### src/rtl/tmr_cc_pkg.sv
package tmr_cc_pkg;
  typedef enum logic [1:0] {
    MD_CAPTURE = 2'b00,
    MD_MATCH   = 2'b01,
    MD_TOGGLE  = 2'b10,
    MD_PORT    = 2'b11
  } tcc_mode_e;

  localparam int B_EDGE  = 2;
  localparam int B_CAPEN = 3;
  localparam int B_TBSEL = 4;
  localparam int B_LEVEL = 5;
  localparam int B_IRQEN = 6;
  localparam int B_FLAG  = 7;
  localparam int B_IN    = 8;

  function automatic logic next_out(input tcc_mode_e md, input logic lvl, input logic cur);
    case (md)
      MD_MATCH:  return lvl;
      MD_TOGGLE: return ~cur;
      default:   return cur;
    endcase
  endfunction

  function automatic logic edge_hit(input logic rise, input logic now, input logic prev);
    return rise ? (now & ~prev) : (~now & prev);
  endfunction
endpackage

### src/rtl/tmr_cc_sync_edge.sv
module tmr_cc_sync_edge #(
  parameter int STAGES = 2
) (
  input  logic clk,
  input  logic rst_n,
  input  logic pin_in,
  input  logic rise_sel,
  output logic level_o,
  output logic edge_o
);
  logic [STAGES-1:0] chain_q;
  logic              prev_q;

  generate
    for (genvar i = 0; i < STAGES; i++) begin : g_stage
      if (i == 0) begin : g_first
        always_ff @(posedge clk) begin
          if (!rst_n) chain_q[0] <= 1'b0;
          else        chain_q[0] <= pin_in;
        end
      end else begin : g_next
        always_ff @(posedge clk) begin
          if (!rst_n) chain_q[i] <= 1'b0;
          else        chain_q[i] <= chain_q[i-1];
        end
      end
    end
  endgenerate

  always_ff @(posedge clk) begin
    if (!rst_n) prev_q <= 1'b0;
    else        prev_q <= chain_q[STAGES-1];
  end

  assign level_o = chain_q[STAGES-1];
  assign edge_o  = tmr_cc_pkg::edge_hit(rise_sel, chain_q[STAGES-1], prev_q);
endmodule

### src/rtl/tmr_cc_compare.sv
module tmr_cc_compare #(
  parameter int TW = 16
) (
  input  logic [TW-1:0] tb_a,
  input  logic [TW-1:0] tb_b,
  input  logic          sel_b,
  input  logic [TW-1:0] ref_val,
  output logic [TW-1:0] tb_val,
  output logic          match
);
  assign tb_val = sel_b ? tb_b : tb_a;
  assign match  = (tb_val == ref_val);
endmodule

### src/rtl/tmr_cc_flag.sv
module tmr_cc_flag (
  input  logic clk,
  input  logic rst_n,
  input  logic set_evt,
  input  logic stat_rd,
  input  logic zero_wr,
  output logic flag_q,
  output logic armed_q
);
  always_ff @(posedge clk) begin
    if (!rst_n) begin
      flag_q  <= 1'b0;
      armed_q <= 1'b0;
    end else begin
      if (set_evt)                 flag_q <= 1'b1;
      else if (zero_wr && armed_q) flag_q <= 1'b0;
      if (zero_wr)                 armed_q <= 1'b0;
      else if (stat_rd && flag_q)  armed_q <= 1'b1;
    end
  end
endmodule

### src/rtl/tmr_cc_channel.sv
module tmr_cc_channel
  import tmr_cc_pkg::*;
#(
  parameter int TW          = 16,
  parameter int SYNC_STAGES = 2
) (
  input  logic          clk,
  input  logic          rst_n,
  input  logic          wr_en,
  input  logic          rd_en,
  input  logic          addr,
  input  logic [TW-1:0] wdata,
  output logic [TW-1:0] rdata,
  input  logic [TW-1:0] tb_a,
  input  logic [TW-1:0] tb_b,
  input  logic          pin_in,
  output logic          pin_out,
  output logic          irq
);
  localparam int STAT_W = B_IN + 1;

  tcc_mode_e    mode_q;
  logic         edge_q, capen_q, tbsel_q, level_q, irqen_q;
  logic [TW-1:0] data_q;
  logic         out_q;

  logic          sync_lvl, in_edge, match;
  logic [TW-1:0] tb_sel_val;
  logic          flag_q, armed_q;
  logic          ctrl_wr, data_wr, stat_rd, zero_wr;
  logic          cap_evt, cmp_evt, in_bit;
  logic [STAT_W-1:0] stat_word;

  assign ctrl_wr = wr_en && !addr;
  assign data_wr = wr_en && addr;
  assign stat_rd = rd_en && !addr;
  assign zero_wr = ctrl_wr && !wdata[B_FLAG];

  tmr_cc_sync_edge #(.STAGES(SYNC_STAGES)) u_sync (
    .clk(clk), .rst_n(rst_n), .pin_in(pin_in), .rise_sel(edge_q),
    .level_o(sync_lvl), .edge_o(in_edge)
  );

  tmr_cc_compare #(.TW(TW)) u_cmp (
    .tb_a(tb_a), .tb_b(tb_b), .sel_b(tbsel_q), .ref_val(data_q),
    .tb_val(tb_sel_val), .match(match)
  );

  assign cap_evt = (mode_q == MD_CAPTURE) && capen_q && in_edge;
  assign cmp_evt = ((mode_q == MD_MATCH) || (mode_q == MD_TOGGLE)) && match;

  tmr_cc_flag u_flag (
    .clk(clk), .rst_n(rst_n), .set_evt(cap_evt || cmp_evt),
    .stat_rd(stat_rd), .zero_wr(zero_wr), .flag_q(flag_q), .armed_q(armed_q)
  );

  always_ff @(posedge clk) begin
    if (!rst_n) begin
      mode_q  <= MD_CAPTURE;
      edge_q  <= 1'b0;
      capen_q <= 1'b0;
      tbsel_q <= 1'b0;
      level_q <= 1'b0;
      irqen_q <= 1'b0;
    end else if (ctrl_wr) begin
      mode_q  <= tcc_mode_e'(wdata[1:0]);
      edge_q  <= wdata[B_EDGE];
      capen_q <= wdata[B_CAPEN];
      tbsel_q <= wdata[B_TBSEL];
      level_q <= wdata[B_LEVEL];
      irqen_q <= wdata[B_IRQEN];
    end
  end

  always_ff @(posedge clk) begin
    if (!rst_n)       data_q <= '0;
    else if (cap_evt) data_q <= tb_sel_val;
    else if (data_wr) data_q <= wdata;
  end

  always_ff @(posedge clk) begin
    if (!rst_n)
      out_q <= 1'b0;
    else if (ctrl_wr && (wdata[1:0] == MD_PORT))
      out_q <= wdata[B_LEVEL];
    else if (cmp_evt)
      out_q <= next_out(mode_q, level_q, out_q);
  end

  assign in_bit    = (mode_q == MD_CAPTURE) ? sync_lvl : out_q;
  assign stat_word = {in_bit, flag_q, irqen_q, level_q, tbsel_q, capen_q, edge_q, mode_q};
  assign rdata     = addr ? data_q : TW'(stat_word);
  assign pin_out   = out_q;
  assign irq       = flag_q && irqen_q;
endmodule

### config.mk
export PLATFORM = sky130hd
export DESIGN_NAME = tmr_cc_channel
export DESIGN_NICKNAME = d
export VERILOG_FILES = /design/src/rtl/tmr_cc_pkg.sv /design/src/rtl/tmr_cc_sync_edge.sv /design/src/rtl/tmr_cc_compare.sv /design/src/rtl/tmr_cc_flag.sv /design/src/rtl/tmr_cc_channel.sv
export SDC_FILE = /design/constraint.sdc
export NUM_CORES = 1
export LEC_CHECK = 0
export CAP_MARGIN = 20
export CORE_MARGIN = 5
export CORE_UTILIZATION = 32
export CTS_CLUSTER_DIAMETER = 200
export DETAILED_ROUTE_END_ITERATION = 7
export PLACE_DENSITY_LB_ADDON = 0.08
export SYNTH_ARGS = -nofsm -noshare
export SYNTH_HDL_FRONTEND = slang
export SYNTH_SLANG_ARGS = --single-unit
### constraint.sdc
create_clock -name clk -period 2.8 [get_ports clk]
set_input_delay 0.56 -clock clk [delete_from_list [all_inputs] [get_ports clk]]
set_output_delay 0.56 -clock clk [all_outputs]
set_load 0.05 [all_outputs]
==> results.py, run 1 <==
metrics = {
    "status": {
        "run_status": "complete, no violations",
    },
    "layout": {
        "reg_top3": "data_q (16), mode_q (2)",
        "nFillCells": 566,
        "antenna_cells": 0,
        "fin_cells": 365,
        "largest_reg_flops": 16,
        "drive_gt1_share_pct": 18.4,
        "nNetsFinal": 348,
        "seq_area_um2": 581,
        "area_growth_pct": 53.4,
        "regMostFlops": "data_q",
        "fin_area_um2": 2870,
        "multiInputGateArea_um2": 1190,
    },
    "worst_setup_path": {
        "max_stage_delay_ns": 0.51,
        "cp.required_ns": 2.24,
        "end_kind": "primary output",
        "path_class": "in -> out",
        "crit_buf_inv": 3,
        "slowest_stage": "clkdlybuf4s50_1",
        "worst-path-max-fanout": 38,
        "crit_path_cell_trace": "clkdlybuf4s50_1 -> buf_12 -> mux2_2 -> buf_4",
        "cp-start-kind": "input pin",
        "worst_ep_arrival_time_ns": 1.83,
        "critPathTopFamily": "buffers and inverters",
    },
    "clock_tree": {
        "post-cts-setup-buffers": 0,
        "clockBufferDepth": 2,
        "insertion_delay_ns": 0.28,
        "cts_tree": "yes",
        "ctsHoldBuffers": 0,
        "cts_buffers": 5,
        "path_clk_slew_ns": 0.07,
        "ctsResizeCount": 0,
        "htreeDepth": 2,
        "cts-root-buf": "clkbuf_8",
        "clkSinkCount": 29,
    },
    "drt": {
        "drtPass1Iterations": 5,
        "post-route-drc-count": 0,
        "via_count": 1808,
        "drt-wirelength-per-cell_um": 15.3,
        "routed_wl_um": 5570,
        "antenna_left": 0,
        "dr.first_iter.drc_count": 44,
        "avgViaCountPerCell": 4.95,
    },
    "global_routing": {
        "grt_overflow_total": 0,
        "grt_busiest_layer": "met2",
        "antenna_found_initial": 0,
        "grt_max_degree": 39,
        "gr-usage-met3_pct": 3.80,
        "track_usage_pct": 14.8,
        "use_met2_pct": 23.8,
        "grt_use_met1_pct": 19.0,
        "grt_pass1_vias": 1766,
        "grt_pass1_wl_um": 8630,
    },
    "synthesis": {
        "synthDistinctLibCells": 31,
        "synthAdderAreaFrac_pct": 1.34,
        "synth_top_family_by_area": "simple AND/OR/NAND/NOR gates",
        "yosys.area_share.simple_pct": 25.8,
        "yosys.area_share.xor_xnor_pct": 7.03,
        "avgSynthCellArea_um2": 8.42,
        "syn_area_um2": 1870,
        "syn_nets": 278,
        "synth_edf_count": 0,
        "synth_seq_area_share_pct": 31.1,
        "syn_inst": 222,
        "async_flop_share_pct": 0,
        "ys_warn_count": 0,
        "ys_ff_latch": 29,
        "synth_compound_area_share_pct": 13.7,
        "ys.flop_type": "dfxtp_1",
        "synth_mux_area_share_pct": 15.6,
    },
    "sta": {
        "slew_violations": 0,
        "skew_ns": 0.00538,
        "hold_violations": 0,
        "rsz0062_at_grt": "no",
        "finalSetupViolations": 0,
        "hold_slack_ns": 0.435,
        "final.min_clock_period_ns": 2.39,
        "fin_crit_sh_pct": 85.3,
        "worst_pin_slew_ns": 0.695,
        "slew_headroom_pct": 53.5,
        "finalSetupTns_ns": 0,
        "timing.fmax_mhz": 419,
    },
    "floorplan": {
        "ios": 72,
        "placementRows": 27,
        "dieWidth_um": 86.4,
        "dieHeight_um": 86.4,
        "design.die.area_um2": 7470,
        "start_util_pct": 33.3,
        "coreArea_um2": 5610,
    },
    "place": {
        "post_dp_cell_area_um2": 2790,
        "dp.cells": 357,
        "numPortBuffers": 71,
        "routabilityCongestion": 0.864,
        "hpwl_um": 4170,
    },
    "power": {
        "irDropWorstVdd_mv": 0.201,
        "cellPowerDensity_nw_per_um2": 381,
        "p_total_uw": 1090,
        "p_leak_uw": 0.00128,
    },
    "worst_hold_path": {
        "hold_path_class": "reg -> reg",
    },
    "flow_run": {
        "max-cap-violations": 0,
    },
}
stage by stage:
step	setup slack (ns)	util, %
floorplan	0.200	-
global placement	0.144	49.7
detailed placement	0.127	49.7
CTS	0.402	51.1
global route	0.265	51.1
finish	0.411	51.1
layer usage:
metal / vias up / wire, um / part of all wire [%]
li1: 906 / - / -
met1: 845 / 2490 / 45
met2: 50 / 2630 / 47
met3: 7 / 362 / 6.5
met4: 0 / 82 / 1.5
met5: - / 0 / 0
cell usage after synthesis, types with 4 or more instances:
cell type | n | area (um2)
a21boi_0 | 7 | 52.6
and2_1 | 13 | 81.3
clkbuf_1 | 14 | 52.6
dfxtp_1 | 29 | 581
inv_1 | 4 | 15.0
mux2_2 | 17 | 191
mux2_4 | 4 | 60.1
mux2i_1 | 4 | 40.0
nand2_1 | 39 | 146
nand3_1 | 32 | 160
nor2_1 | 4 | 15.0
o211a_1 | 15 | 150
o21ai_0 | 5 | 25.0
xor2_1 | 13 | 114
cell type report:
type	instances	share of cell area, %
Clock buffer	6	2.53
Clock inverter	2	0.349
Inverter	4	0.524
Multi-Input combinational cell	172	41.4
Sequential cell	29	20.2
Tap cell	72	3.14
Timing Repair Buffer	80	31.8
kinds of logic (layout without fill, tap and decap cells):
group / after synthesis / after routing
adder cells (fa/ha/maj): 2 / 2
buffers and inverters: 21 / 92
multiplexers: 25 / 25
AND/OR/NAND/NOR: 99 / 99
AO/OA/AOI/OAI: 31 / 31
XOR/XNOR: 15 / 15
flip-flops: 29 / 29
cells in the final DEF (no fill, tap or decap), drive strengths merged, types with 2 or more instances in the layout:
master,instances
xor2,13
inv,4
and2,14
buf,25
a31oi,2
nor2,4
o211a,15
dfxtp,29
ha,2
clkdlybuf4s50,55
nand2,39
mux2,21
clkinv,2
o21ai,5
nand3,32
a21boi,7
nor4,3
nor2b,2
xnor2,2
mux2i,4
clkbuf,6
worst paths after layout:
kind	end	from	slack, ns	cells past startpoint
setup / recovery	rdata[2]	addr	0.41	4
hold reg to reg	u_sync.level_o$_SDFF_PN0_	u_sync.chain_q[0]$_SDFF_PN0_	0.43	1
setup reg to reg	pin_out$_SDFFE_PN0P_	tbsel_q$_SDFFE_PN0P_	0.46	7
hold / removal	u_sync.level_o$_SDFF_PN0_	u_sync.chain_q[0]$_SDFF_PN0_	0.43	1
report_power, final:
part / total, uW / internal, uW / switching (uW)
registers: 446 / 431 / 14.4
clock network: 336 / 172 / 164
logic: 310 / 170 / 140
No activity file was read; power rests on OpenSTA's default activity.
==> run 2: changes to the inputs <==
--- a/config.mk
+++ b/config.mk
@@ -6,10 +6,10 @@
 export NUM_CORES = 1
 export LEC_CHECK = 0
 export CAP_MARGIN = 20
-export CORE_MARGIN = 5
 export CORE_UTILIZATION = 32
 export CTS_CLUSTER_DIAMETER = 200
 export DETAILED_ROUTE_END_ITERATION = 7
+export DONT_BUFFER_PORTS = 1
 export PLACE_DENSITY_LB_ADDON = 0.08
 export SYNTH_ARGS = -nofsm -noshare
 export SYNTH_HDL_FRONTEND = slang
==> run 2 against run 1 <==
Against the previous run: die area decreased by 18%; non-clock buffer count is 72 lower; clock skew shrank 0.0011 ns; highest routed layer unchanged.
==> results.py, run 2 (synthesized netlist as in run 1, its figures left out) <==
metrics = {
    "power": {
        "irDropWorstVdd_mv": 0.192,
        "comb_power_share_pct": 18.1,
        "p_sw_share_pct": 28.6,
        "p_leak_uw": 0.000930,
        "p_total_uw": 954,
        "intPower_uw": 681,
        "clockPowerShare_pct": 35.0,
        "switching_power_uw": 273,
        "cellPowerDensity_nw_per_um2": 474,
        "seqPwrFrac_pct": 46.9,
    },
    "worst_setup_path": {
        "end_kind": "register",
        "crit_path_cell_trace": "buf_4 -> mux2_2 -> xor2_1 -> nor4_2 -> nand4_1 -> or4_1 -> a31oi_1",
        "critPathTopFamily": "simple AND/OR/NAND/NOR gates",
        "cp.required_ns": 3.01,
        "crit_buf_inv": 1,
        "slowest_stage": "dfxtp_1",
        "max_stage_delay_ns": 0.51,
        "worst_ep_arrival_time_ns": 2.67,
        "path_class": "reg -> reg",
        "cp-start-kind": "register",
        "worst-path-max-fanout": 7,
    },
    "clock_tree": {
        "ctsHoldBuffers": 0,
        "cts_tree": "yes",
        "cts_buffers": 5,
        "clockBufferDepth": 2,
        "htreeDepth": 2,
        "insertion_delay_ns": 0.28,
        "post-cts-setup-buffers": 0,
        "ctsResizeCount": 0,
        "path_clk_slew_ns": 0.06,
        "clkSinkCount": 29,
        "cts-root-buf": "clkbuf_8",
    },
    "layout": {
        "antenna_cells": 0,
        "largest_reg_flops": 16,
        "regMostFlops": "data_q",
        "nFillCells": 579,
        "mostFrequentLayoutCell": "nand2_1",
        "layout_common_cells": "nand2_1 (39), nand3_1 (32), dfxtp_1 (29)",
        "reg_top3": "data_q (16), mode_q (2)",
        "drive_gt1_share_pct": 15.8,
        "fin_area_um2": 2010,
        "nNetsFinal": 276,
        "area_growth_pct": 7.63,
    },
    "status": {
        "run_status": "complete, no violations",
    },
    "floorplan": {
        "start_util_pct": 33.5,
        "placementRows": 27,
        "coreArea_um2": 5570,
        "dieHeight_um": 78.4,
        "ios": 72,
        "design.die.area_um2": 6150,
        "dieWidth_um": 78.4,
    },
    "flow_run": {
        "max-cap-violations": 0,
    },
    "global_routing": {
        "grt_overflow_total": 0,
        "track_usage_pct": 17.7,
        "grt_pass1_vias": 1692,
        "grt_pass1_wl_um": 8200,
        "grt_max_degree": 39,
        "antenna_found_initial": 0,
    },
    "drt": {
        "drt-wirelength-per-cell_um": 17.6,
        "drtPass1Iterations": 4,
        "post-route-drc-count": 0,
        "antenna_left": 0,
        "routed_wl_um": 5160,
        "dr.first_iter.drc_count": 57,
        "via_count": 1576,
        "avgViaCountPerCell": 5.38,
    },
    "sta": {
        "final.min_clock_period_ns": 2.47,
        "worst_pin_slew_ns": 0.681,
        "finalSetupViolations": 0,
        "slew_violations": 0,
        "slew_headroom_pct": 54.5,
        "skew_ns": 0.00425,
        "timing.fmax_mhz": 405,
        "finalSetupTns_ns": 0,
        "hold_violations": 0,
        "rsz0062_at_grt": "no",
        "fin_crit_sh_pct": 88.1,
    },
    "worst_hold_path": {
        "hold_path_class": "in -> reg",
    },
    "place": {
        "numPortBuffers": 0,
        "hpwl_um": 3670,
        "post_dp_cell_area_um2": 1930,
        "routabilityCongestion": 0.810,
    },
}
==> run 2: cell types whose count changed in the layout (fill, tap and decap cells not counted), sizes merged <==
cell,before,now
clkdlybuf4s50,55,0
buf,25,8
clkbuf,6,8
clkinv,2,0
==> run 2: cell type report <==
cell class / count / area [um2] / area share, %
repair buffers: 8 / 60.1 / 2.99
inverters: 4 / 15.0 / 0.746
well taps: 72 / 90.1 / 4.48
clock buffers: 8 / 80.1 / 3.98
flip-flops and latches: 29 / 581 / 28.9
multi-input cells: 172 / 1190 / 59.0
==> run 2: worst paths after layout <==
check                               startpoint                          to  slack [ns]  depth (start not counted)
setup reg to reg          tbsel_q$_SDFFE_PN0P_        pin_out$_SDFFE_PN0P_        0.33                          7
hold / removal                           rst_n  u_flag.flag_q$_SDFFE_PN0P_        0.40                          1
hold reg to reg   u_sync.chain_q[0]$_SDFF_PN0_   u_sync.level_o$_SDFF_PN0_        0.43                          1
setup / recovery          tbsel_q$_SDFFE_PN0P_        pin_out$_SDFFE_PN0P_        0.33                          7
==> run 2: layer usage <==
layer / wire [um] / track usage (%) / vias up
met5: 0 / 0 / -
met4: 71 / 7.59 / 0
met3: 319 / 6.05 / 7
met2: 2550 / 31.2 / 59
met1: 2220 / 19.1 / 744
li1: - / - / 766
==> run 2: power groups by stage <==
stage / Clock [uW] / Combinational, uW / Sequential [uW]
6_report: 334 / 172 / 448
5_1_grt: 370 / 189 / 450
4_1_cts: 350 / 175 / 448
3_5_place_dp: 0 / 174 / 457
3_3_place_gp: 0 / 172 / 456
2_1_floorplan: 0 / 163 / 453
==> run 2: through the flow <==
step	hold WS, ns	instances	setup slack (ns)	util [%]
6_report	0.399	293	0.333	36.1
5_1_grt	0.391	293	0.140	36.1
4_1_cts	0.389	293	0.304	36.1
3_5_place_dp	0.422	285	0.326	34.7
3_3_place_gp	0.414	285	0.359	34.7
2_1_floorplan	0.412	222	0.200	-
